[config.mk]
export PLATFORM = sky130hd
export DESIGN_NAME = dco_tune_ctrl
export DESIGN_NICKNAME = d
export VERILOG_FILES = /design/src/rtl/dco_tune_pkg.sv /design/src/rtl/dco_tune_seq.sv /design/src/rtl/dco_bank_acc.sv /design/src/rtl/dco_thermo.sv /design/src/rtl/dco_sd_dither.sv /design/src/rtl/dco_tune_ctrl.sv
export SDC_FILE = /design/constraint.sdc
export NUM_CORES = 1
export LEC_CHECK = 0
export ABC_AREA = 0
export BUFFER_PORTS_ARGS = -buffer_cell sky130_fd_sc_hd__buf_2
export CORE_MARGIN = 2
export CORE_UTILIZATION = 47
export DETAILED_ROUTE_END_ITERATION = 8
export PLACE_DENSITY = 0.78
export SYNTH_ARGS = -nofsm -noshare
export SYNTH_HDL_FRONTEND = slang
export SYNTH_SLANG_ARGS = --single-unit
[constraint.sdc]
create_clock -name clk_i -period 2.6 [get_ports clk_i]
set_input_delay 0.39 -clock clk_i [delete_from_list [all_inputs] [get_ports clk_i]]
set_output_delay 0.39 -clock clk_i [all_outputs]
set_load 0.03 [all_outputs]
[src/rtl/dco_tune_pkg.sv]
`timescale 1ns/1ps
package dco_tune_pkg;
  typedef enum logic [1:0] {
    PH_IDLE   = 2'd0,
    PH_COARSE = 2'd1,
    PH_ACQ    = 2'd2,
    PH_TRACK  = 2'd3
  } phase_e;
endpackage

[src/rtl/dco_tune_seq.sv]
`timescale 1ns/1ps
module dco_tune_seq
  import dco_tune_pkg::*;
(
  input  logic   clk_i,
  input  logic   rst_ni,
  input  logic   start_i,
  input  logic   step_i,
  output phase_e phase_o,
  output logic   ld_coarse_o,
  output logic   ld_acq_o,
  output logic   ld_track_o
);
  phase_e phase_q, phase_d;

  always_comb begin
    phase_d = phase_q;
    if (start_i) phase_d = PH_COARSE;
    else if (step_i) begin
      case (phase_q)
        PH_COARSE: phase_d = PH_ACQ;
        PH_ACQ:    phase_d = PH_TRACK;
        default:   phase_d = phase_q;
      endcase
    end
  end

  assign ld_coarse_o = start_i;
  assign ld_acq_o    = !start_i && step_i && (phase_q == PH_COARSE);
  assign ld_track_o  = !start_i && step_i && (phase_q == PH_ACQ);

  always_ff @(posedge clk_i or negedge rst_ni) begin
    if (!rst_ni) phase_q <= PH_IDLE;
    else         phase_q <= phase_d;
  end

  assign phase_o = phase_q;

  assert_start_R2: assert property (@(posedge clk_i) disable iff (!rst_ni)
    start_i |=> (phase_q == PH_COARSE));
  assert_acq_entry_R3: assert property (@(posedge clk_i) disable iff (!rst_ni)
    (phase_q == PH_ACQ) |-> ($past(phase_q) == PH_COARSE || $past(phase_q) == PH_ACQ));
  assert_track_entry_R3: assert property (@(posedge clk_i) disable iff (!rst_ni)
    (phase_q == PH_TRACK) |-> ($past(phase_q) == PH_ACQ || $past(phase_q) == PH_TRACK));
endmodule

[src/rtl/dco_bank_acc.sv]
`timescale 1ns/1ps
module dco_bank_acc #(
  parameter int W    = 8,
  parameter int EW   = 6,
  parameter int MAXV = 255,
  parameter int MIDV = 128
) (
  input  logic                 clk_i,
  input  logic                 rst_ni,
  input  logic                 load_i,
  input  logic                 upd_i,
  input  logic signed [EW-1:0] err_i,
  output logic [W-1:0]         val_o
);
  localparam int SW = ((W > EW) ? W : EW) + 2;

  logic [W-1:0]         val_q, val_d;
  logic signed [SW-1:0] sum;

  always_comb begin
    sum = $signed({{(SW-W){1'b0}}, val_q}) + SW'(err_i);
    if (sum < 0)                 val_d = '0;
    else if (sum > SW'(MAXV))    val_d = W'(MAXV);
    else                         val_d = sum[W-1:0];
  end

  // reload wins over an update in the same cycle
  always_ff @(posedge clk_i or negedge rst_ni) begin
    if (!rst_ni)     val_q <= W'(MIDV);
    else if (load_i) val_q <= W'(MIDV);
    else if (upd_i)  val_q <= val_d;
  end

  assign val_o = val_q;

  assert_sat_hi_R6_R7: assert property (@(posedge clk_i) disable iff (!rst_ni)
    (upd_i && !load_i && val_q == W'(MAXV) && !err_i[EW-1]) |=> (val_q == W'(MAXV)));
  assert_sat_lo_R6_R7: assert property (@(posedge clk_i) disable iff (!rst_ni)
    (upd_i && !load_i && val_q == '0 && err_i[EW-1]) |=> (val_q == '0));
endmodule

[src/rtl/dco_thermo.sv]
`timescale 1ns/1ps
module dco_thermo #(
  parameter int N  = 64,
  parameter int CW = 7
) (
  input  logic [CW-1:0] cnt_i,
  output logic [N-1:0]  therm_o
);
  for (genvar i = 0; i < N; i++) begin : g_cell
    assign therm_o[i] = (cnt_i > CW'(i));
  end
endmodule

[src/rtl/dco_sd_dither.sv]
`timescale 1ns/1ps
module dco_sd_dither #(
  parameter int FW = 5,
  parameter int OW = 3
) (
  input  logic          clk_i,
  input  logic          rst_ni,
  input  logic          act_i,
  input  logic          en_i,
  input  logic [FW-1:0] frac_i,
  output logic [OW-1:0] dith_o
);
  localparam int LW   = FW - OW;
  localparam int FMAX = ((1 << OW) - 1) << LW;

  logic [FW-1:0] fc;
  logic [LW-1:0] acc_q;
  logic [LW:0]   sum;
  logic [OW-1:0] fc_hi;

  // clip so the top level plus a carry stays within OW bits
  assign fc    = (frac_i > FW'(FMAX)) ? FW'(FMAX) : frac_i;
  assign fc_hi = fc[FW-1:LW];
  assign sum   = {1'b0, acc_q} + {1'b0, fc[LW-1:0]};

  always_ff @(posedge clk_i or negedge rst_ni) begin
    if (!rst_ni) begin
      acc_q  <= '0;
      dith_o <= '0;
    end else if (!act_i) begin
      acc_q  <= '0;
      dith_o <= '0;
    end else if (en_i) begin
      acc_q  <= sum[LW-1:0];
      dith_o <= fc_hi + OW'(sum[LW]);
    end
  end

  assert_dith_level_R9: assert property (@(posedge clk_i) disable iff (!rst_ni)
    (act_i && en_i) |=> ({1'b0, dith_o} == {1'b0, $past(fc_hi)} ||
                         {1'b0, dith_o} == {1'b0, $past(fc_hi)} + 1'b1));
  assert_dith_idle_R10: assert property (@(posedge clk_i) disable iff (!rst_ni)
    !act_i |=> (dith_o == '0));
endmodule

[src/rtl/dco_tune_ctrl.sv]
`timescale 1ns/1ps
module dco_tune_ctrl
  import dco_tune_pkg::*;
#(
  parameter int CB    = 8,
  parameter int AB    = 8,
  parameter int NUNIT = 64,
  parameter int EW    = 6,
  parameter int FW    = 5,
  parameter int OW    = 3
) (
  input  logic                 clk_i,
  input  logic                 rst_ni,
  input  logic                 start_i,
  input  logic                 step_i,
  input  logic                 upd_i,
  input  logic signed [EW-1:0] err_i,
  input  logic                 fast_en_i,
  input  logic [FW-1:0]        frac_i,
  output logic [1:0]           phase_o,
  output logic [CB-1:0]        coarse_o,
  output logic [AB-1:0]        acq_o,
  output logic [NUNIT-1:0]     track_o,
  output logic [OW-1:0]        dith_o
);
  localparam int TCW = $clog2(NUNIT + 1);

  phase_e         phase;
  logic           ld_coarse, ld_acq, ld_track;
  logic [TCW-1:0] track_cnt;

  dco_tune_seq u_seq (
    .clk_i, .rst_ni, .start_i, .step_i,
    .phase_o(phase), .ld_coarse_o(ld_coarse), .ld_acq_o(ld_acq), .ld_track_o(ld_track)
  );

  dco_bank_acc #(.W(CB), .EW(EW), .MAXV((1 << CB) - 1), .MIDV(1 << (CB - 1))) u_coarse (
    .clk_i, .rst_ni, .load_i(ld_coarse), .upd_i(upd_i && phase == PH_COARSE),
    .err_i, .val_o(coarse_o)
  );

  dco_bank_acc #(.W(AB), .EW(EW), .MAXV((1 << AB) - 1), .MIDV(1 << (AB - 1))) u_acq (
    .clk_i, .rst_ni, .load_i(ld_acq), .upd_i(upd_i && phase == PH_ACQ),
    .err_i, .val_o(acq_o)
  );

  dco_bank_acc #(.W(TCW), .EW(EW), .MAXV(NUNIT), .MIDV(NUNIT / 2)) u_track (
    .clk_i, .rst_ni, .load_i(ld_track), .upd_i(upd_i && phase == PH_TRACK),
    .err_i, .val_o(track_cnt)
  );

  dco_thermo #(.N(NUNIT), .CW(TCW)) u_thermo (
    .cnt_i(track_cnt), .therm_o(track_o)
  );

  dco_sd_dither #(.FW(FW), .OW(OW)) u_sd (
    .clk_i, .rst_ni, .act_i(phase == PH_TRACK), .en_i(fast_en_i),
    .frac_i, .dith_o
  );

  assign phase_o = phase;

  assert_therm_count_R8: assert property (@(posedge clk_i) disable iff (!rst_ni)
    $countones(track_o) == int'(track_cnt));
  assert_therm_shape_R8: assert property (@(posedge clk_i) disable iff (!rst_ni)
    ((track_o + 1'b1) & track_o) == '0);
  assert_track_max_R7: assert property (@(posedge clk_i) disable iff (!rst_ni)
    int'(track_cnt) <= NUNIT);
  assert_coarse_frozen_R5: assert property (@(posedge clk_i) disable iff (!rst_ni)
    ($past(phase) != PH_COARSE && phase != PH_COARSE) |-> $stable(coarse_o));
  assert_acq_frozen_R5: assert property (@(posedge clk_i) disable iff (!rst_ni)
    ($past(phase) != PH_ACQ && phase != PH_ACQ) |-> $stable(acq_o));
endmodule

Word-level counts from Yosys, hierarchy flattened
Index checks and enable logic that the tools add are counted.
- input bits: 17
- word-level logic and storage cells: 119
- output and inout bits: 85
- flip-flop bits (word level): 30
- order comparisons: 71
- reductions and logical operators: 13
- $add $sub $neg: 5
- equal/unequal tests: 4
- muxes and demuxes: 20
- operators by type and width (cell ; count):
    > comparator 7 x 6 -> 1 bit, second input constant ; 32
    > comparator 7 x 5 -> 1 bit, second input constant ; 16
    two-way mux 8 bit ; 8
    > comparator 7 x 4 -> 1 bit, second input constant ; 8
    > comparator 7 x 3 -> 1 bit, second input constant ; 4
    two-way mux 7 bit ; 4
    adder 9 x 6 -> 10 bit ; 2
    > comparator 10 x 9 -> 1 bit, second input constant ; 2
    < comparator 10 x 1 -> 1 bit, second input constant ; 2
    > comparator 7 x 1 -> 1 bit, second input constant ; 2
    > comparator 7 x 2 -> 1 bit, second input constant ; 2
    adder 8 x 6 -> 9 bit ; 1
    > comparator 9 x 8 -> 1 bit, second input constant ; 1
    < comparator 9 x 1 -> 1 bit, second input constant ; 1
    two-way mux 2 bit ; 4
    nonzero test 2 bit ; 4
    logical AND 1 bit ; 6
    two-way mux 3 bit ; 2
    > comparator 5 bit, second input constant ; 1
    two-way mux 5 bit ; 1
    == test 2 bit, second input constant ; 2
    case mux 2 bit (2 select lines) ; 1
    adder 2 x 2 -> 3 bit ; 1
    adder 3 x 1 -> 3 bit ; 1
    5 further kinds ; 5

Depth between registers and ports, before layout
Gate-level depths: netlist of the first run.
- word-level depth: 6
- depth in mapped cells: 11
- mapped depth without buffers: 10

Hierarchy
Synthesis of the first run repeated with hierarchy kept, for this count alone.
- cells, all modules: 462
- area total of the unflattened synthesis: 3638.5 um2
- by module, submodules not included (module ; area each (um2) ; instances ; seq. area each (um2) ; cells each):
    dco_bank_acc (u_acq ...) ; 873.3 ; 2 ; 201.4 ; 108
    dco_bank_acc (u_track) ; 799.5 ; 1 ; 176.4 ; 89
    dco_thermo ; 626.9 ; 1 ; 0.0 ; 114
    dco_sd_dither ; 326.6 ; 1 ; 125.1 ; 30
    dco_tune_seq ; 106.4 ; 1 ; 50.0 ; 9
    dco_tune_ctrl ; 32.5 ; 1 ; 0.0 ; 4

Worst setup path before layout of the first run
No wires, ideal clock.
- kind: register -> register
- from: reg u_track.val_q[1], in the netlist u_track.val_o[1]
- to: reg u_track.val_q[0], in the netlist u_track.val_o[0]
- data arrival time: 2.530 ns
- cell stages (with the launch flop): 12
- setup slack: -0.007 ns
- buffers on the path: 2
- data required time: 2.523 ns
- library setup time: 0.077 ns
- clock period less this slack: 2.607 ns
- path through: dfrtp_1 clkbuf_1 clkbuf_1 inv_1 fa_1 nor2b_1 o31ai_1 a21oi_1 xor2_1 a31oi_1 or4_1 o21ai_1
- longest elaborated chain between the ends: 6
- elaborated cells between the ends (all ways): 7
- those cells by class: add/sub: 1; order compare: 2; mux: 4
- RTL lines (what ; line ; text):
    from (decl) ; dco_bank_acc.sv:17 ; logic [W-1:0] val_q, val_d;
    from (signal assigned) ; dco_bank_acc.sv:29 ; if (!rst_ni) val_q <= W'(MIDV);
    from (signal assigned) ; dco_bank_acc.sv:30 ; else if (load_i) val_q <= W'(MIDV);
    from (signal assigned) ; dco_bank_acc.sv:31 ; else if (upd_i) val_q <= val_d;
    adder 8 x 6 -> 9 bit * ; dco_bank_acc.sv:21 ; sum = $signed({{(SW-W){1'b0}}, val_q}) + SW'(err_i);
    > comparator 9 x 8 -> 1 bit ; dco_bank_acc.sv:23 ; else if (sum > SW'(MAXV)) val_d = W'(MAXV);
    two-way mux 7 bit ; dco_bank_acc.sv:23 ;
    two-way mux 7 bit * ; dco_bank_acc.sv:22 ; if (sum < 0) val_d = '0;
    two-way mux 7 bit * ; dco_bank_acc.sv:31 ;
    two-way mux 7 bit * ; dco_bank_acc.sv:30 ;
Mark *: on every way between the ends. The rest lies on a longest branch, timed or not. The select of a mux whose other input is x is not followed.
A chain may end at the register's enable or synchronous reset.

Worst setup path after layout of the first run
- from: reg u_coarse.val_q[0], in the netlist u_coarse.val_o[0]
- to: reg u_coarse.val_q[5], in the netlist u_coarse.val_o[5]
- longest elaborated chain between the ends: 6
- elaborated cells between the ends (all ways): 7
- those cells by class: add/sub: 1; order compare: 2; mux: 4
- RTL lines (what ; line):
    from (decl) ; dco_bank_acc.sv:17
    from (signal assigned) ; dco_bank_acc.sv:29
    from (signal assigned) ; dco_bank_acc.sv:30
    from (signal assigned) ; dco_bank_acc.sv:31
    adder 9 x 6 -> 10 bit * ; dco_bank_acc.sv:21
    > comparator 10 x 9 -> 1 bit ; dco_bank_acc.sv:23
    two-way mux 8 bit ; dco_bank_acc.sv:23
    two-way mux 8 bit * ; dco_bank_acc.sv:22
    two-way mux 8 bit * ; dco_bank_acc.sv:31
    two-way mux 8 bit * ; dco_bank_acc.sv:30
Marks and branches as above.

==> flow_summary.yaml, run 1 <==
logic_synthesis:
  synth_enable_flop_cells: 0
  sequential_share_of_the_synthesized_area_pct: 24.8
  yosysTopAreaCell: "sky130_fd_sc_hd__dfrtp_1"
  yosysWarningCount: 0
  synth_top_cells_by_count: "48 x sky130_fd_sc_hd__o21ai_0, 47 x sky130_fd_sc_hd__nand2_1, 31 x sky130_fd_sc_hd__a21oi_1"
  synthCells: 393
  syn_area_per_cell_um2: 7.75
  netlist-cell-type-count: 48
  synthMostInstantiatedCell: "sky130_fd_sc_hd__o21ai_0"
  synth_area_leaders: "sky130_fd_sc_hd__dfrtp_1 22%, sky130_fd_sc_hd__ha_1 12%, sky130_fd_sc_hd__o21ai_0 7.9%, sky130_fd_sc_hd__nand2_1 5.8%, sky130_fd_sc_hd__a221o_1 5.3%"
  syn_nets: 443
  synthArstFlopShare_pct: 100
  netlist.area_leader.share_pct: 22.2
  synth_flop_cell: "sky130_fd_sc_hd__dfrtp_1"
  post_synth_instance_area_mm2: 0.00305
  postSynthRegisterBits: 30
timing:
  timing.slew.headroom_pct: 53.2
  setup-violations-final: 0
  hold_violations: 0
  fmaxAchievable_ghz: 0.407
  max_slew.worst_pin.slew_ps: 702
  finalClockSkew_ps: 5.89
  grt_setup_unrepaired: "false"
  drv_slew: 0
  setup_tns_ps: 0
  final_period_minus_worst_setup_slack_ps: 2460
  final_min_period_over_clock_period_pct: 94.6
finish:
  drive_gt1_share_pct: 28.9
  fin_cells: 576
  layout.nets: 548
  area_growth_syn_to_layout_pct: 25.9
  antenna_cells: 0
  fill_cells: 593
  fin_area_mm2: 0.00383
clock_tree:
  cts_tree: "yes"
  cts-htree-levels: 2
  cts-root-to-sink-buffers: 2
  worstSkewPairLatency_ps: 290
  cts_root_buf: "sky130_fd_sc_hd__clkbuf_8"
  numClockSinks: 30
  clk_transition_reported_paths_ps: 70
  cts-hold-fix-buffers: 0
  cts_buffers: 5
placed_design:
  dp_hpwl_um: 6750
  post_placement_cell_area_mm2: 0.00369
  numPortBuffers: 101
  place.detailed.instances: 566
  gpl.final_weighted_congestion: 0.924
routing:
  postRouteAntennaNets: 0
  via_count: 3309
  routed_wirelength_um: 8670
  detail_route.drc_violations: 0
  drtIter0Drc: 105
  route.detailed.wl_per_inst_um: 15.0
  detailedRoute.firstPassIterationCount: 6
  detail_route.vias_per_cell: 5.74
floorplanning:
  floorplan.die_area_mm2: 0.00714
  die_w_um: 84.5
  core_region_mm2: 0.00631
  floorplan.rows: 29
  die_height_um: 84.5
  io_pins: 102
  start_util_pct: 48.2
global_routing:
  overflow: 0
  grt_max_degree: 31
  global_route_wire_length_before_repair_um: 14000
  antenna_found_initial: 0
  first_global_vias: 2990
  gr-usage-all-layers_pct: 23.8
run:
  maxCapViolations: 0
pwr:
  total_power_mw: 4.06
  worst_ir_drop_vdd_uv: 1040
  cellLeakagePower_nw: 1.95
  powerDensity_mw_per_mm2: 1060
worst_setup_path:
  endpoint_kind: "register"
  cp.arrival_ps: 2690
  cp_max_fo: 7
  type_of_the_worst_setup_path: "reg -> reg"
  worstSetupStartpointType: "register"
  cp_data_required_time_ps: 2830
status:
  outcome: "complete, no violations"
hold_path:
  hold_path.class: "in -> async"
-- per-stage QoR --
step	worst slack, ps	hold WS (ps)	util (%)
6_report	142	133	60.7
5_1_grt	12.1	188	60.7
4_1_cts	72.8	161	60.0
3_5_place_dp	-43.5	474	58.5
3_3_place_gp	11.6	473	58.5
2_1_floorplan	89.6	94.4	-
-- cell type report --
| type | instances | area (um^2) | area share (%) |
|---|---|---|---|
| inverters | 29 | 109 | 2.84 |
| clock inverters | 2 | 12.5 | 0.326 |
| flip-flops and latches | 30 | 754 | 19.7 |
| well taps | 77 | 96.3 | 2.51 |
| repair buffers | 120 | 648 | 16.9 |
| clock buffers | 6 | 82.6 | 2.15 |
| multi-input cells | 312 | 2130 | 55.6 |
-- cell families after synthesis --
kind of cell / count (synthesis) / synth area share (%)
multiplexers: 3 / 0.986
adder cells (fa/ha/maj): 33 / 14.5
flip-flops: 30 / 24.8
XOR/XNOR: 17 / 4.89
AO/OA/AOI/OAI: 140 / 30.4
AND/OR/NAND/NOR: 119 / 18.1
buffers and inverters: 51 / 6.29
-- registers in the layout, summed over array words and instances (netlist names) --
signal and flops:
u_seq.phase_o 2, u_coarse.val_o 8, u_sd.acc_q 2, u_sd.dith_o 3, u_acq.val_o 8, u_track.val_o 7
-- power breakdown --
group / total [mW] / switching [mW] / internal [mW]
Combinational: 3.00 / 2.11 / 0.889
Sequential: 0.648 / 0.101 / 0.547
Clock: 0.404 / 0.192 / 0.213
Total: 4.06 / 2.41 / 1.65
-- placed cells by master, fill, tap and decap left out, types with 5 or more instances in the layout --
master	netlist	final
sky130_fd_sc_hd__o21ai_1	6	5
sky130_fd_sc_hd__ha_1	29	28
sky130_fd_sc_hd__nor2_1	29	29
sky130_fd_sc_hd__dfrtp_1	27	27
sky130_fd_sc_hd__a221o_1	16	16
sky130_fd_sc_hd__nor2b_1	5	5
sky130_fd_sc_hd__o21a_1	7	7
sky130_fd_sc_hd__nor3_1	8	8
sky130_fd_sc_hd__a21o_1	6	6
sky130_fd_sc_hd__inv_1	29	29
sky130_fd_sc_hd__buf_2	0	101
sky130_fd_sc_hd__clkbuf_8	0	6
sky130_fd_sc_hd__a21oi_1	31	30
sky130_fd_sc_hd__nand2_1	47	47
sky130_fd_sc_hd__a31oi_1	5	5
sky130_fd_sc_hd__nand3_1	10	10
sky130_fd_sc_hd__buf_4	0	19
sky130_fd_sc_hd__xor2_1	8	8
sky130_fd_sc_hd__o21ai_0	48	48
sky130_fd_sc_hd__xnor2_1	9	9
-- final timing paths --
check	from	endpoint	slack, ps	depth (start not counted)
min reg2reg	u_sd.dith_o[1]	u_sd.dith_o[1]	540	2
max in group asynchronous	rst_ni	u_track.val_o[6]	2010	1
min	rst_ni	u_coarse.val_o[5]	130	1
max	u_coarse.val_o[0]	u_coarse.val_o[5]	140	10
min in group clk_i	start_i	u_seq.phase_o[1]	340	2
max reg2reg	u_coarse.val_o[0]	u_coarse.val_o[5]	140	10
-- worst max-delay path: stages, from the launching register on --
cell and delay [ps]:
sky130_fd_sc_hd__dfrtp_1 420, sky130_fd_sc_hd__ha_2 200, sky130_fd_sc_hd__inv_1 80, sky130_fd_sc_hd__fa_2 250, sky130_fd_sc_hd__nor2b_4 50, sky130_fd_sc_hd__o31a_1 260
sky130_fd_sc_hd__or4_4 440, sky130_fd_sc_hd__a21oi_4 200, sky130_fd_sc_hd__nand4_1 160, sky130_fd_sc_hd__o31ai_4 140, sky130_fd_sc_hd__a221o_1 190
-- timing repair --
item,in CTS,in global routing
resized for setup,0,7
setup endpoints to repair,0,15
setup buffers,0,2
-- routing by layer --
layer / vias up / wire [um] / part of all wire, % / track usage [%]
li1: 1618 / - / - / -
met5: - / 0 / 0 / 0
met2: 139 / 4140 / 48 / 41.4
met1: 1534 / 3780 / 44 / 30.0
met4: 0 / 178 / 2.1 / 8.37
met3: 18 / 568 / 6.6 / 3.54
Power figures use the tool's default switching activity.
==> inputs of run 2 (changes only) <==
ABC_AREA = 1   (was 0)
CORE_UTILIZATION = 48   (was 47)
CTS_CLUSTER_DIAMETER = 40   (was default)
PLACE_DENSITY = 0.79   (was 0.78)
==> flow_summary.yaml, run 2 <==
finish:
  mostFrequentLayoutCells: "155 x sky130_fd_sc_hd__nand2_1, 101 x sky130_fd_sc_hd__buf_2, 91 x sky130_fd_sc_hd__inv_1, 48 x sky130_fd_sc_hd__o21ai_0, 37 x sky130_fd_sc_hd__nor2_1"
  area_growth_syn_to_layout_pct: 20.8
  antenna_cells: 0
  fin_cells: 709
  drive_gt1_share_pct: 23.8
  layout.nets: 678
  fill_cells: 657
  final_core_utilization_pct: 59.3
  fin_area_mm2: 0.00398
  most_common_library_cell_in_the_layout_ignoring_fill_and_taps: "sky130_fd_sc_hd__nand2_1"
worst_setup_path:
  worstSetupStartpointType: "register"
  endpoint_kind: "primary output"
  type_of_the_worst_setup_path: "reg -> out"
  crit_slowest_cell: "sky130_fd_sc_hd__dfrtp_1"
  cp.arrival_ps: 1970
  critPathMaxStageDelay_ps: 490
  cp_data_required_time_ps: 2210
  cp_max_fo: 9
  timing.critical_path.cells: "nor2_2, inv_1, nor2_1, o21ai_0, buf_2"
logic_synthesis:
  netlist.area_leader.share_pct: 20.5
  post_synth_instance_area_mm2: 0.00330
  main_combinational_cell_family_by_area_after_synthesis: "simple AND/OR/NAND/NOR gates"
  synth_flop_cell: "sky130_fd_sc_hd__dfrtp_1"
  yosysWarningCount: 0
  yosysTopAreaCell: "sky130_fd_sc_hd__dfrtp_1"
  synth_area_leaders: "sky130_fd_sc_hd__dfrtp_1 20%, sky130_fd_sc_hd__nand2_1 18%, sky130_fd_sc_hd__ha_1 11%, sky130_fd_sc_hd__inv_1 10%, sky130_fd_sc_hd__o21ai_0 7.3%"
  post_synth_and_or_nand_nor_area_fraction_pct: 34.4
  synth_top_cells_by_count: "155 x sky130_fd_sc_hd__nand2_1, 91 x sky130_fd_sc_hd__inv_1, 48 x sky130_fd_sc_hd__o21ai_0"
  synthMostInstantiatedCell: "sky130_fd_sc_hd__nand2_1"
  syn_area_per_cell_um2: 6.28
  synthCells: 525
  synth_enable_flop_cells: 0
  synth-xor-area-share_pct: 3.45
  synth_mux_area_share_pct: 0
  synthArstFlopShare_pct: 100
  postSynthRegisterBits: 30
  syn_nets: 575
  netlist-cell-type-count: 31
  synth_adder_area_share_pct: 13.4
  sequential_share_of_the_synthesized_area_pct: 22.9
  synth-compound-area-share_pct: 13.7
pwr:
  total_power_mw: 4.40
  worst_ir_drop_vdd_uv: 670
  cellLeakagePower_nw: 2.41
  powerDensity_mw_per_mm2: 1100
floorplanning:
  io_pins: 102
  floorplan.die_area_mm2: 0.00755
  start_util_pct: 49.1
  die_height_um: 86.9
  core_region_mm2: 0.00672
  die_w_um: 86.9
  floorplan.rows: 30
routing:
  route.detailed.wl_per_inst_um: 12.8
  routed_wirelength_um: 9090
  via_count: 3664
  detail_route.vias_per_cell: 5.17
  detail_route.drc_violations: 0
  detailedRoute.firstPassIterationCount: 5
  drtIter0Drc: 253
  postRouteAntennaNets: 0
global_routing:
  antenna_found_initial: 0
  global_route_wire_length_before_repair_um: 14700
  first_global_vias: 3219
  grt_max_degree: 31
  gr-usage-all-layers_pct: 24.0
  overflow: 0
placed_design:
  place.detailed.instances: 701
  post_placement_cell_area_mm2: 0.00389
  post-place-ws_ps: 398
  numPortBuffers: 101
  gpl.final_weighted_congestion: 0.908
  dp_hpwl_um: 7150
timing:
  setup-violations-final: 0
  setup_tns_ps: 0
  final.setup.worst_slack_ps: 236
  final_period_minus_worst_setup_slack_ps: 2360
  timing.slew.headroom_pct: 51.5
  hold_violations: 0
  fmaxAchievable_ghz: 0.423
  grt_setup_unrepaired: "false"
  finalClockSkew_ps: 10.0
  max_slew.worst_pin.slew_ps: 728
  drv_slew: 0
  final.hold.worst_slack_ps: 155
  final_min_period_over_clock_period_pct: 90.9
hold_path:
  hold_path.class: "in -> async"
clock_tree:
  clk_transition_reported_paths_ps: 80
  cts_root_buf: "sky130_fd_sc_hd__clkbuf_8"
  cts-htree-levels: 2
  cts_tree: "yes"
  worstSkewPairLatency_ps: 290
  cts_buffers: 5
  post_cts_resized: 0
  numClockSinks: 30
  cts-root-to-sink-buffers: 2
  postCtsSetupBuffers: 0
  cts-hold-fix-buffers: 0
status:
  outcome: "complete, no violations"
run:
  maxCapViolations: 0
## run 2: kinds of logic (layout without fill, tap and decap cells)
| group | count (synthesis) | in the layout |
|---|---|---|
| buffers and inverters | 106 | 210 |
| adders and majority gates | 33 | 33 |
| xor gates and xnor gates | 13 | 13 |
| DFF | 30 | 30 |
| and+or+nand+nor | 261 | 261 |
| AOI/OAI and AO/OA | 82 | 82 |
## run 2: final timing paths
path,cells after the start,from,slack [ps],to
min in group clk_i,2,step_i,350,u_seq.phase_o[0]
worst min-delay path,1,rst_ni,150,u_coarse.val_o[0]
worst min register to register,2,u_coarse.val_o[3],520,u_coarse.val_o[3]
max in group asynchronous,1,rst_ni,1970,u_track.val_o[4]
worst max-delay path,5,u_track.val_o[2],240,track_o[56]
worst max register to register,14,u_track.val_o[0],360,u_track.val_o[4]
## run 2: cell type report
cell class | instances | area, um^2 | area share (%)
Clock buffer | 6 | 82.6 | 2.07
Clock inverter | 2 | 12.5 | 0.314
Inverter | 99 | 372 | 9.33
Multi-Input combinational cell | 389 | 2140 | 53.8
Sequential cell | 30 | 754 | 18.9
Tap cell | 80 | 100 | 2.51
Timing Repair Buffer | 103 | 520 | 13.1
## run 2: layer usage
metal,vias to the layer above,wire length (um),GRT usage (%),share of wire [%]
li1,1864,-,-,-
met1,1671,4260,34.7,47
met2,110,4220,38.0,46
met3,19,436,2.75,4.8
met4,0,172,6.68,1.9
met5,-,0,0,0
## run 2: power breakdown
group / total, mW / internal [mW] / switching, mW
logic: 3.33 / 0.876 / 2.45
clock network: 0.413 / 0.213 / 0.200
registers: 0.653 / 0.541 / 0.111
## run 2: worst max-delay path, delay by kind of cell, from the launching register on
family	cells	cell delay [ps]
AO/OA/AOI/OAI	1	160
AND/OR/NAND/NOR	2	750
flip-flops	1	490
buffers and inverters	2	300
==> inputs of run 3 (changes only) <==
ABC_AREA = default   (was 1)
CORE_ASPECT_RATIO = 1.4   (was default)
CORE_UTILIZATION = 47   (was 48)
PLACE_DENSITY = 0.78   (was 0.79)
==> flow_summary.yaml, run 3 (synthesized netlist as in run 1, its figures left out) <==
status:
  outcome: "complete, no violations"
placed_design:
  gpl.final_weighted_congestion: 0.892
  place.detailed.instances: 565
  numPortBuffers: 101
  dp_hpwl_um: 6640
  post-place-ws_ps: -40.2
worst_setup_path:
  cp_data_required_time_ps: 2760
  type_of_the_worst_setup_path: "reg -> reg"
  cp.arrival_ps: 2700
  timing.critical_path.cells: "ha_1, inv_1, fa_1, nor2b_1, o31a_1, o31ai_2, a21oi_2, o2111ai_1, o41ai_4, buf_4, a221o_1"
  worstSetupStartpointType: "register"
  endpoint_kind: "register"
  cp_top_family: "compound AO/OA/AOI/OAI gates"
  cp_max_fo: 6
  timing.reg2reg.setup_slack_ps: 60
  crit_slowest_cell: "sky130_fd_sc_hd__dfrtp_1"
  critPathMaxStageDelay_ps: 420
  path_buf_inv: 2
global_routing:
  global_route_wire_length_before_repair_um: 14000
  grt_max_degree: 31
  overflow: 0
  gr-usage-all-layers_pct: 23.8
  antenna_found_initial: 0
  first_global_vias: 3040
routing:
  via_count: 3270
  routed_wirelength_um: 8440
  drtIter0Drc: 99
  route.detailed.wl_per_inst_um: 14.7
  detail_route.vias_per_cell: 5.71
  detail_route.drc_violations: 0
  detailedRoute.firstPassIterationCount: 6
  postRouteAntennaNets: 0
timing:
  drv_slew: 0
  finalClockSkew_ps: 4.34
  final_min_period_over_clock_period_pct: 97.6
  hold_violations: 0
  setup_tns_ps: 0
  final_period_minus_worst_setup_slack_ps: 2540
  grt_setup_unrepaired: "true"
  fmaxAchievable_ghz: 0.394
  final.hold.worst_slack_ps: 150
  setup-violations-final: 0
  final.setup.worst_slack_ps: 62.8
  timing.slew.headroom_pct: 52.5
  max_slew.worst_pin.slew_ps: 712
finish:
  drive_gt1_share_pct: 29.1
  antenna_cells: 0
  mostFrequentLayoutCells: "101 x sky130_fd_sc_hd__buf_2, 48 x sky130_fd_sc_hd__o21ai_0, 47 x sky130_fd_sc_hd__nand2_1, 30 x sky130_fd_sc_hd__a21oi_1"
  area_growth_syn_to_layout_pct: 26.7
  fill_cells: 581
  most_common_library_cell_in_the_layout_ignoring_fill_and_taps: "sky130_fd_sc_hd__buf_2"
  layout.nets: 550
  fin_cells: 573
clock_tree:
  clk_transition_reported_paths_ps: 70
  cts_tree: "yes"
  cts-root-to-sink-buffers: 2
  cts_root_buf: "sky130_fd_sc_hd__clkbuf_8"
  cts_buffers: 5
  numClockSinks: 30
  cts-htree-levels: 2
  worstSkewPairLatency_ps: 280
hold_path:
  hold_path.class: "in -> async"
floorplanning:
  floorplan.rows: 34
  core_region_mm2: 0.00625
  io_pins: 102
  start_util_pct: 48.7
  floorplan.die_area_mm2: 0.00715
  die_height_um: 99.2
  die_w_um: 72.0
pwr:
  worst_ir_drop_vdd_uv: 574
  cellLeakagePower_nw: 1.97
  powerDensity_mw_per_mm2: 1070
run:
  maxCapViolations: 0
==> run 3: final cells by class <==
class / instances / area [um^2] / share of cell area (%)
multi-input cells: 312 / 2130 / 55.3
clock inverters: 3 / 40.0 / 1.04
flip-flops and latches: 30 / 754 / 19.6
repair buffers: 122 / 663 / 17.2
well taps: 72 / 90.1 / 2.33
clock buffers: 5 / 68.8 / 1.78
inverters: 29 / 109 / 2.82
==> run 3: where the power goes <==
| part | leakage, nW | switching [mW] | internal, mW |
|---|---|---|---|
| clock | 0.0579 | 0.191 | 0.282 |
| sequential | 0.397 | 0.0758 | 0.546 |
| combinational | 1.52 | 2.13 | 0.907 |
==> run 3: worst register-to-register path, delay by kind of cell (launching register included) <==
family	cells	cell delay, ps
AOI/OAI and AO/OA	6	1290
DFF	1	420
adders and majority gates	2	390
buffers and inverters	2	250
and+or+nand+nor	1	70
==> run 3: path summary, 6_finish.rpt <==
check,startpoint,to,cells after the start
worst max-delay path,u_acq.val_o[0],u_acq.val_o[3],11
worst max register to register,u_acq.val_o[0],u_acq.val_o[3],11
min in group clk_i,start_i,u_seq.phase_o[1],2
max in group asynchronous,rst_ni,u_coarse.val_o[1],1
worst min register to register,u_sd.dith_o[0],u_sd.dith_o[0],2
worst min-delay path,rst_ni,u_sd.dith_o[2],1
==> run 3: metal layers <==
| metal | track usage (%) | routed length, um | part of all wire [%] | vias to the layer above |
|---|---|---|---|---|
| li1 | - | - | - | 1624 |
| met1 | 26.9 | 3330 | 39 | 1495 |
| met2 | 45.9 | 4530 | 54 | 137 |
| met3 | 3.24 | 441 | 5.2 | 14 |
| met4 | 6.10 | 143 | 1.7 | 0 |
| met5 | 0 | 0 | 0 | - |
==> run 3: metrics by stage <==
| stage | power, mW | util, % | cell area, um^2 |
|---|---|---|---|
| 2_1_floorplan | 2.81 | - | 3050 |
| 3_3_place_gp | 3.60 | 59.4 | 3720 |
| 3_5_place_dp | 3.64 | 59.4 | 3720 |
| 4_1_cts | 4.12 | 61.2 | 3820 |
| 5_1_grt | 4.41 | 61.7 | 3860 |
| 6_report | 4.13 | 61.7 | 3860 |
==> run 3: what timing repair did <==
action | CTS | global route
setup endpoints to repair | 0 | 14
hold buffers | 0 | 0
setup buffers | 0 | 0
gates resized for setup | 0 | 7
